--- src/rtl/grp1_alu_pkg.sv ---
package grp1_alu_pkg;

   typedef enum logic [2:0] {
      OP_ADD = 3'd0,
      OP_OR  = 3'd1,
      OP_ADC = 3'd2,
      OP_SBB = 3'd3,
      OP_AND = 3'd4,
      OP_SUB = 3'd5,
      OP_XOR = 3'd6,
      OP_CMP = 3'd7
   } alu_op_e;

   typedef enum logic [1:0] {
      SZ_BYTE = 2'd0,
      SZ_HALF = 2'd1,
      SZ_WORD = 2'd2,
      SZ_WIDE = 2'd3
   } alu_size_e;

   typedef struct packed {
      logic cf;
      logic zf;
      logic sf;
      logic pf;
      logic of;
      logic af;
   } alu_flags_t;

   localparam int unsigned LANE_W = 8;

   // number of active byte lanes for a size code
   function automatic int unsigned lanes_for(input logic [1:0] sz);
      case (sz)
         SZ_BYTE: return 1;
         SZ_HALF: return 2;
         default: return 4;
      endcase
   endfunction

endpackage

--- src/rtl/grp1_operand_prep.sv ---
module grp1_operand_prep
   import grp1_alu_pkg::*;
#(
   parameter int unsigned DATA_W = 32,
   parameter int unsigned IMM_W  = 8
) (
   input  logic [1:0]        size_i,
   input  logic              imm_i,
   input  logic [DATA_W-1:0] dst_i,
   input  logic [DATA_W-1:0] src_i,
   output logic [DATA_W-1:0] mask_o,
   output logic [DATA_W-1:0] dst_o,
   output logic [DATA_W-1:0] src_o
);
   localparam int unsigned N_LANES = DATA_W / LANE_W;

   logic [DATA_W-1:0] src_sel;

   for (genvar g = 0; g < N_LANES; g++) begin : g_lane
      assign mask_o[g*LANE_W +: LANE_W] =
         (g < lanes_for(size_i)) ? {LANE_W{1'b1}} : {LANE_W{1'b0}};
   end

   assign src_sel = imm_i ? {{(DATA_W-IMM_W){src_i[IMM_W-1]}}, src_i[IMM_W-1:0]}
                          : src_i;
   assign dst_o   = dst_i & mask_o;
   assign src_o   = src_sel & mask_o;

endmodule

--- src/rtl/grp1_arith_unit.sv ---
module grp1_arith_unit
   import grp1_alu_pkg::*;
#(
   parameter int unsigned DATA_W = 32
) (
   input  logic [1:0]        size_i,
   input  logic              sub_i,
   input  logic              cin_i,
   input  logic [DATA_W-1:0] mask_i,
   input  logic [DATA_W-1:0] a_i,
   input  logic [DATA_W-1:0] b_i,
   output logic [DATA_W-1:0] res_o,
   output logic              cf_o,
   output logic              of_o,
   output logic              af_o
);
   localparam int unsigned EXT_W = DATA_W + 1;

   logic [EXT_W-1:0] a_x, b_x, c_x, t_x;
   logic             a_top, b_top, r_top;

   assign a_x = {1'b0, a_i};
   assign b_x = {1'b0, b_i};
   assign c_x = {{DATA_W{1'b0}}, cin_i};
   assign t_x = sub_i ? (a_x - b_x - c_x) : (a_x + b_x + c_x);
   assign res_o = t_x[DATA_W-1:0] & mask_i;

   always_comb begin
      case (size_i)
         SZ_BYTE: begin
            cf_o  = t_x[LANE_W];
            a_top = a_i[LANE_W-1];
            b_top = b_i[LANE_W-1];
            r_top = t_x[LANE_W-1];
         end
         SZ_HALF: begin
            cf_o  = t_x[2*LANE_W];
            a_top = a_i[2*LANE_W-1];
            b_top = b_i[2*LANE_W-1];
            r_top = t_x[2*LANE_W-1];
         end
         default: begin
            cf_o  = t_x[DATA_W];
            a_top = a_i[DATA_W-1];
            b_top = b_i[DATA_W-1];
            r_top = t_x[DATA_W-1];
         end
      endcase
   end

   assign of_o = sub_i ? ((a_top != b_top) && (r_top != a_top))
                       : ((a_top == b_top) && (r_top != a_top));
   assign af_o = a_x[4] ^ b_x[4] ^ t_x[4];

endmodule

--- src/rtl/grp1_logic_unit.sv ---
module grp1_logic_unit
   import grp1_alu_pkg::*;
#(
   parameter int unsigned DATA_W = 32
) (
   input  alu_op_e           op_i,
   input  logic [DATA_W-1:0] a_i,
   input  logic [DATA_W-1:0] b_i,
   output logic [DATA_W-1:0] res_o
);
   always_comb begin
      case (op_i)
         OP_OR:   res_o = a_i | b_i;
         OP_XOR:  res_o = a_i ^ b_i;
         default: res_o = a_i & b_i;
      endcase
   end
endmodule

--- src/rtl/grp1_alu.sv ---
module grp1_alu
   import grp1_alu_pkg::*;
#(
   parameter int unsigned DATA_W  = 32,
   parameter int unsigned IMM_W   = 8,
   parameter bit          REG_OUT = 1'b1
) (
   input  logic              clk,
   input  logic              rst_n,
   input  logic              valid_in,
   input  logic [7:0]        modrm_in,
   input  logic              test_in,
   input  logic [1:0]        size_in,
   input  logic              imm8_in,
   input  logic [DATA_W-1:0] dst_in,
   input  logic [DATA_W-1:0] src_in,
   input  logic              cf_in,
   input  logic              af_in,
   output logic              valid_out,
   output logic              wr_en_out,
   output logic [DATA_W-1:0] result_out,
   output logic              cf_out,
   output logic              zf_out,
   output logic              sf_out,
   output logic              pf_out,
   output logic              of_out,
   output logic              af_out
);
   initial begin
      assert (DATA_W == 4 * LANE_W) else $error("grp1_alu: DATA_W must be 32");
      assert (IMM_W == LANE_W)      else $error("grp1_alu: IMM_W must be 8");
   end

   alu_op_e           op_fld, op_eff;
   logic              is_logic, is_sub, use_cin, wr_c;
   logic [DATA_W-1:0] mask, a_m, b_m, arith_res, logic_res, res_c;
   logic              a_cf, a_of, a_af;
   alu_flags_t        flg_c;
   logic              unused_modrm;

   assign unused_modrm = ^{modrm_in[7:6], modrm_in[2:0]};
   assign op_fld   = alu_op_e'(modrm_in[5:3]);
   assign op_eff   = test_in ? OP_AND : op_fld;
   assign is_logic = (op_eff == OP_OR) || (op_eff == OP_AND) || (op_eff == OP_XOR);
   assign is_sub   = (op_eff == OP_SUB) || (op_eff == OP_SBB) || (op_eff == OP_CMP);
   assign use_cin  = (op_eff == OP_ADC) || (op_eff == OP_SBB);
   assign wr_c     = !test_in && (op_fld != OP_CMP);

   grp1_operand_prep #(.DATA_W(DATA_W), .IMM_W(IMM_W)) prep_i (
      .size_i(size_in), .imm_i(imm8_in), .dst_i(dst_in), .src_i(src_in),
      .mask_o(mask), .dst_o(a_m), .src_o(b_m)
   );

   grp1_arith_unit #(.DATA_W(DATA_W)) arith_i (
      .size_i(size_in), .sub_i(is_sub), .cin_i(use_cin & cf_in), .mask_i(mask),
      .a_i(a_m), .b_i(b_m), .res_o(arith_res),
      .cf_o(a_cf), .of_o(a_of), .af_o(a_af)
   );

   grp1_logic_unit #(.DATA_W(DATA_W)) logic_i (
      .op_i(op_eff), .a_i(a_m), .b_i(b_m), .res_o(logic_res)
   );

   assign res_c = is_logic ? logic_res : arith_res;

   always_comb begin
      flg_c.cf = is_logic ? 1'b0  : a_cf;
      flg_c.of = is_logic ? 1'b0  : a_of;
      flg_c.af = is_logic ? af_in : a_af;
      flg_c.zf = (res_c == '0);
      flg_c.pf = ~^res_c[LANE_W-1:0];
      case (size_in)
         SZ_BYTE: flg_c.sf = res_c[LANE_W-1];
         SZ_HALF: flg_c.sf = res_c[2*LANE_W-1];
         default: flg_c.sf = res_c[DATA_W-1];
      endcase
   end

   alu_flags_t flg_q;

   if (REG_OUT) begin : g_reg
      logic              vld_q, wr_q;
      logic [DATA_W-1:0] res_q;

      always_ff @(posedge clk) begin
         if (!rst_n) begin
            vld_q <= 1'b0;
            wr_q  <= 1'b0;
            res_q <= '0;
            flg_q <= '0;
         end else begin
            vld_q <= valid_in;
            wr_q  <= valid_in & wr_c;
            if (valid_in) begin
               res_q <= res_c;
               flg_q <= flg_c;
            end
         end
      end

      assign valid_out  = vld_q;
      assign wr_en_out  = wr_q;
      assign result_out = res_q;

      // compare never writes back
      p_cmp_no_write_r7: assert property (@(posedge clk) disable iff (!rst_n)
         (valid_in && !test_in && modrm_in[5:3] == 3'd7) |=> !wr_en_out);
      // test never writes back
      p_test_no_write_r7: assert property (@(posedge clk) disable iff (!rst_n)
         (valid_in && test_in) |=> !wr_en_out);
      // logical ops clear carry and overflow
      p_logic_clear_r6: assert property (@(posedge clk) disable iff (!rst_n)
         (valid_in && (test_in || modrm_in[5:3] inside {3'd1, 3'd4, 3'd6}))
         |=> (!cf_out && !of_out));
      // logical ops keep the auxiliary flag
      p_af_hold_r5: assert property (@(posedge clk) disable iff (!rst_n)
         (valid_in && (test_in || modrm_in[5:3] inside {3'd1, 3'd4, 3'd6}))
         |=> (af_out == $past(af_in)));
      // byte results carry nothing above bit 7
      p_byte_upper_zero_r8: assert property (@(posedge clk) disable iff (!rst_n)
         (valid_in && size_in == 2'd0) |=> (result_out[DATA_W-1:LANE_W] == '0));
      // output valid follows input valid by one cycle
      p_valid_follow_r11: assert property (@(posedge clk) disable iff (!rst_n)
         valid_in |=> valid_out);
      // no write without a valid result
      p_wr_needs_valid_r11: assert property (@(posedge clk) disable iff (!rst_n)
         wr_en_out |-> valid_out);
   end else begin : g_comb
      assign valid_out  = valid_in;
      assign wr_en_out  = valid_in & wr_c;
      assign result_out = res_c;
      assign flg_q      = flg_c;
   end

   assign cf_out = flg_q.cf;
   assign zf_out = flg_q.zf;
   assign sf_out = flg_q.sf;
   assign pf_out = flg_q.pf;
   assign of_out = flg_q.of;
   assign af_out = flg_q.af;

endmodule

--- config.mk ---
export PLATFORM = sky130hd
export DESIGN_NAME = grp1_alu
export DESIGN_NICKNAME = d
export VERILOG_FILES = /design/src/rtl/grp1_alu_pkg.sv /design/src/rtl/grp1_operand_prep.sv /design/src/rtl/grp1_arith_unit.sv /design/src/rtl/grp1_logic_unit.sv /design/src/rtl/grp1_alu.sv
export SDC_FILE = /design/constraint.sdc
export NUM_CORES = 1
export LEC_CHECK = 0
export CORE_AREA = 2 2 153 140
export CTS_CLUSTER_SIZE = 14
export DETAILED_ROUTE_END_ITERATION = 10
export DIE_AREA = 0 0 155 142
export DONT_BUFFER_PORTS = 1
export PLACE_DENSITY = 0.77
export SLEW_MARGIN = 25
export SYNTH_ARGS = -nofsm -noshare
export SYNTH_HDL_FRONTEND = slang
export SYNTH_HIERARCHICAL = 1
export SYNTH_SLANG_ARGS = --single-unit
--- constraint.sdc ---
create_clock -name clk -period 7.8 [get_ports clk]
set_input_delay 0.78 -clock clk [delete_from_list [all_inputs] [get_ports clk]]
set_output_delay 0.78 -clock clk [all_outputs]
set_load 0.02 [all_outputs]
Yosys cells after proc, flatten, opt, wreduce, memory -nomap -nowiden

Cells that the tools add are included.
Widths: inputs -> output; s select.

Add/sub/neg operators: 4
Magnitude comparators: 4
Eq/ne operators: 12
Multiplexer cells: 19
Bitwise logic cells: 10
Reductions and logical operators: 12

Operator list:

| cell               | count |
|---|---|
| $and 32x32->32     | 4 |
| $mux 32            | 2 |
| $pmux 32 s2        | 1 |
| $add 32x32->33     | 1 |
| $add 33x1->33      | 1 |
| $mux 33            | 1 |
| $sub 32x32->33     | 1 |
| $sub 33x1->33      | 1 |
| $logic_not 32->1   | 1 |
| $mux 8             | 4 |
| $or 32x32->32      | 1 |
| $xor 32x32->32     | 1 |
| $eq 3x3->1 const B | 4 |
| $pmux 1 s2         | 5 |
| $reduce_xnor 8->1  | 1 |
| $eq 3x2->1 const B | 2 |
| $lt 1x3->1 const A | 2 |
| $lt 2x3->1 const A | 2 |
| $pmux 3 s2         | 1 |
| $logic_or 1x1->1   | 5 |
| $mux 1             | 4 |
| $eq 3x1->1 const B | 1 |
| $logic_and 1x1->1  | 3 |
| $mux 3             | 1 |
| 8 further kinds    | 11 |

Register bits after elaboration: 40
Bits of input ports: 81
Logic and storage cells: 70

Depth between registers and ports, before layout

Depth after elaboration: 13
Mapped depth: 27

Cells and area by module

Netlist, hierarchy kept.

By module, submodules not included:

| module            | times used | cells each | area an instance (um2) |
|---|---|---|---|
| grp1_arith_unit   | 1          | 712        | 4858.4 |
| grp1_alu          | 1          | 319        | 2680.1 |
| grp1_logic_unit   | 1          | 354        | 2587.5 |
| grp1_operand_prep | 1          | 132        | 885.8 |

Worst setup path before layout

OpenSTA, ideal clock, no wires.

Path kind: input -> register
Start point: input port size_in[1]
End point: register flg_q (netlist bit zf_out)
Arrival: 5.627 ns
Required time: 7.727 ns
Setup slack: 2.100 ns
Stages on the path: 25
Buffers on the path: 2
Path through: nor2_2 -> buf_4 -> inv_1 -> ha_1 -> nand2b_2 -> buf_6 -> and2_4 -> inv_1 -> fa_1 -> fa_1 -> nand2b_1 -> a31o_1 -> nand4_1 -> nand2_2 -> nor4_2 -> nor3_1 -> or3_1 -> a21o_1 -> a41o_1 -> o22ai_1 -> o211a_1 -> a221o_1 -> nand4_1 -> or4_1 -> o22ai_2

Cells in the longest elaborated chain, start to end: 11
Elaborated cells between the ends (all ways): 25
Classes of those cells: add/sub (4); order compare (4); eq/ne (1); mux (8); bitwise (6); reduce/logical (2)

Ends and longest elaborated chain:

| what                                             | RTL line                                         | text |
|---|---|---|
| start: declaration                               | grp1_alu.sv:13                                   | `input logic [1:0] size_in,` |
| $eq 2x1->1 or $logic_not 2->1 (tied branches)    | grp1_alu_pkg.sv:34                               | `case (sz)` |
| $pmux 3 s2 (*)                                   | grp1_alu_pkg.sv:34                               |  |
| $lt 1x3->1 (*)                                   | grp1_operand_prep.sv:21                          | `(g < lanes_for(size_i)) ? {LANE_W{1'b1}} : {LANE_W{1'b0}};` |
| $mux 8 (*)                                       | grp1_operand_prep.sv:21                          |  |
| via mask[8]                                      | grp1_alu.sv:36                                   | `logic [DATA_W-1:0] mask, a_m, b_m, arith_res, logic_res, res_c;` |
| $and 32x32->32 (on tied branches)                | grp1_operand_prep.sv:26, grp1_operand_prep.sv:27 |  |
| $add 32x32->33 or $sub 32x32->33 (tied branches) | grp1_arith_unit.sv:25                            | `assign t_x = sub_i ? (a_x - b_x - c_x) : (a_x + b_x + c_x);` |
| $add 33x1->33 or $sub 33x1->33 (tied branches)   | grp1_arith_unit.sv:25                            |  |
| $mux 33 (*)                                      | grp1_arith_unit.sv:25                            |  |
| $and 32x32->32 (*)                               | grp1_arith_unit.sv:26                            | `assign res_o = t_x[DATA_W-1:0] & mask_i;` |
| via arith_res[26]                                | grp1_alu.sv:36                                   |  |
| $mux 32 (*)                                      | grp1_alu.sv:64                                   | `assign res_c = is_logic ? logic_res : arith_res;` |
| $logic_not 32->1 (*)                             | grp1_alu.sv:70                                   | `flg_c.zf = (res_c == '0);` |
| end signal: assignment                           | grp1_alu.sv:96                                   | `flg_q <= flg_c;` |
| end: declaration                                 | grp1_alu.sv:79                                   | `alu_flags_t flg_q;` |

The timed path passes the listed nets; every way through them passes the cells marked *.
A chain may end at the register's enable or synchronous reset.

Worst setup path in the final report

Ends and elaborated chain as after synthesis.

==> qor.yml <==
cts_root_buf: "clkbuf_16"
syn-instance-count: 1517
wl_mm: 31.04
place_hpwl_mm: 24.15
synthFlopType: "dfxtp_1"
cell_internal_pwr_w: 0.0007792
ys_types: 92
tightestPinTransition_ns: 1.099
grt_usage: 0.2758
cp_cell_sequence: "nor2_2, buf_4, inv_1, ha_1, nand2b_2, and2_1, fa_1, inv_1, ha_1, o211a_1, a211oi_1, a21oi_1, a21oi_2, o21ai_0, nor3b_1, o41ai_1, o221ai_1, nor3_1, nand2_1, a2111oi_0, nand4_1, o22ai_2"
max_stage_delay_ns: 0.62
cts_hold_buf: 0
yosys_warnings: 6
antenna_found_initial: 0
grt_pass1_vias: 9800
core_area_mm2: 0.02046
yosys.area.top_type: "ha_1"
num_rows: 50
post-cts-setup-buffers: 0
fin_tns_setup_ns: 0
cts_max_path_buffers: 2
ir_drop_uv: 98.74
synth_edf_count: 0
maxCapViolations: 0
avgSynthCellArea_um2: 7.259
ys_seq_area_frac: 0.07272
clock_sinks: 40
hold_viol: 0
die_h_um: 142
required_ns: 8.01
dieArea_mm2: 0.02201
cp_max_fo: 34
gp_congestion: 0.9668
grt_max_degree: 77
start_kind: "input pin"
via_count: 10460
finalClockSkew_ns: 0
io_pins: 121
p_per_area_mw_per_mm2: 138.2
firstDrtPassIters: 8
ys_seq_elements: 40
grt_overflow: 0
cts_htree_levels: 2
cts_tree: "done"
placed_cells: 1667
seq_power_share: 0.173
final_cells: 1675
wl_per_cell_um: 18.53
port_buffers: 0
ant_nets: 0
drc: 0
ys_top_cells_by_area: "ha_1 18%, dfxtp_1 7.3%, inv_1 6.8%, nor2b_1 4.5%, a21oi_1 4.4%"
rsz0062_at_grt: "no"
arrival_ns: 6.87
synth.cell_area_mm2: 0.01101
slew_violations: 0
fillers: 1946
slowest_stage: "a2111oi_0"
start_util: 0.5383
vias_per_cell: 6.245
max_freq_mhz: 150.2
power.share.clock: 0.136
netlist.area_leader.share: 0.1841
end_kind: "register"
worstSetupPathType: "input pin to register"
final_cell_mix: "199 x inv_1, 162 x ha_1, 96 x a21oi_1"
drtIter0Drc: 1104
hp-class: "input pin to register"
sw_frac_of_total: 0.4802
synthArstFlopShare: 0
p_total_w: 0.001499
final.min_clock_period_ns: 6.659
clk_pin_slew_ns: 0.06
relSlewSlack: 0.2610
cts_resized: 0
drive_gt1_frac: 0.05442
outcome: "finished, final reports clean"
worstSkewPairLatency_ns: 0.28
p_switching_w: 0.0007198
num_antenna_cells: 0
setup_viol: 0
layout.nets: 1661
period_share: 0.8537
syn_nets: 1764
cts_made_buffers: 5
grt_pass1_wl_mm: 50.03
power_frac_comb: 0.691
final_common_cell: "inv_1"
power.leakage_nw: 4.847
die_w_um: 155
syn_to_final_growth_pct: -1.534
## worst paths after layout
kind                                startpoint        endpoint  depth (start not counted)  slack (ns)
worst min register to register          cf_out          cf_out                          2        0.59
worst min-delay path                   test_in       wr_en_out                          1        0.57
worst max-delay path                size_in[1]          zf_out                         22        1.14
worst max register to register  result_out[19]  result_out[19]                          3        6.87
## layer usage
| layer | vias to the layer above | global-route usage | routed length [um] |
|---|---|---|---|
| li1 | 5111 | - | - |
| met1 | 4906 | 0.3825 | 14240 |
| met2 | 398 | 0.4480 | 13540 |
| met3 | 45 | 0.04050 | 2391 |
| met4 | 0 | 0.07310 | 866 |
| met5 | - | 0 | 0 |
## per-stage QoR
stage	cell area, um^2	setup slack, ns	utilization	hold slack (ns)
final	10840	1.141	0.5300	0.5659
after detailed placement	10690	1.054	0.5228	0.5849
after global placement	10690	1.166	0.5228	0.5802
after CTS	10840	1.339	0.5300	0.5716
after global routing	10840	0.7425	0.5300	0.5652
after floorplan	11010	2.100	-	0.5530
## state kept, by name, indices dropped and copies added (netlist names)
name	flops
result_out	32
af_out	1
cf_out	1
of_out	1
pf_out	1
sf_out	1
valid_out	1
wr_en_out	1
zf_out	1
## synth_stat cells (8+ instances only)
master / number
inv_1: 199
ha_1: 162
a21oi_1: 96
nor2b_1: 80
nor2_1: 67
o22ai_1: 58
nand2_1: 54
nand2b_1: 53
nor3_1: 48
buf_4: 47
xnor2_1: 41
dfxtp_1: 40
o21a_1: 40
a211oi_1: 37
mux2i_1: 37
o21ai_0: 36
nor3b_1: 34
clkbuf_1: 33
o211a_1: 28
a21o_1: 24
and2_1: 22
buf_2: 22
nand3_1: 21
or3_1: 19
a221oi_1: 15
a21boi_0: 10
and2_4: 10
nand4_1: 10
a211oi_2: 9
buf_6: 9
a31oi_1: 8
nor4_1: 8
o31ai_1: 8
## worst max-delay path, delay by kind of cell
kind	cells	cell delay, ns
AO/OA/AOI/OAI	9	2.70
adder cells (fa/ha/maj)	3	1.37
AND/OR/NAND/NOR	7	1.48
buffers and inverters	3	0.51
## logic make-up after synthesis
group / Yosys count / share of synthesized area
and+or+nand+nor: 462 / 0.2389
AOI/OAI and AO/OA: 438 / 0.2849
buffers and inverters: 320 / 0.1342
adders and majority gates: 166 / 0.1913
xor gates and xnor gates: 48 / 0.03818
muxes: 43 / 0.03977
DFF: 40 / 0.07272
## power groups by stage
stage | Combinational (W) | Clock, W | Sequential [W]
after floorplan | 0.000849 | 0 | 0.000259
after global placement | 0.000987 | 0 | 0.000264
after detailed placement | 0.00101 | 0 | 0.000264
after CTS | 0.00102 | 0.000206 | 0.000260
after global routing | 0.00115 | 0.000217 | 0.000261
final | 0.00104 | 0.000204 | 0.000259
## cell type report
type / count / area (um^2) / share of cell area
clock buffers: 6 / 138.9 / 0.01281
clock inverters: 2 / 10.01 / 0.0009231
inverters: 203 / 762.0 / 0.07027
multi-input cells: 1157 / 8753 / 0.8073
flip-flops and latches: 40 / 800.8 / 0.07385
well taps: 260 / 325.3 / 0.03000
repair buffers: 7 / 52.55 / 0.004847
Power figures use the tool's default switching activity.
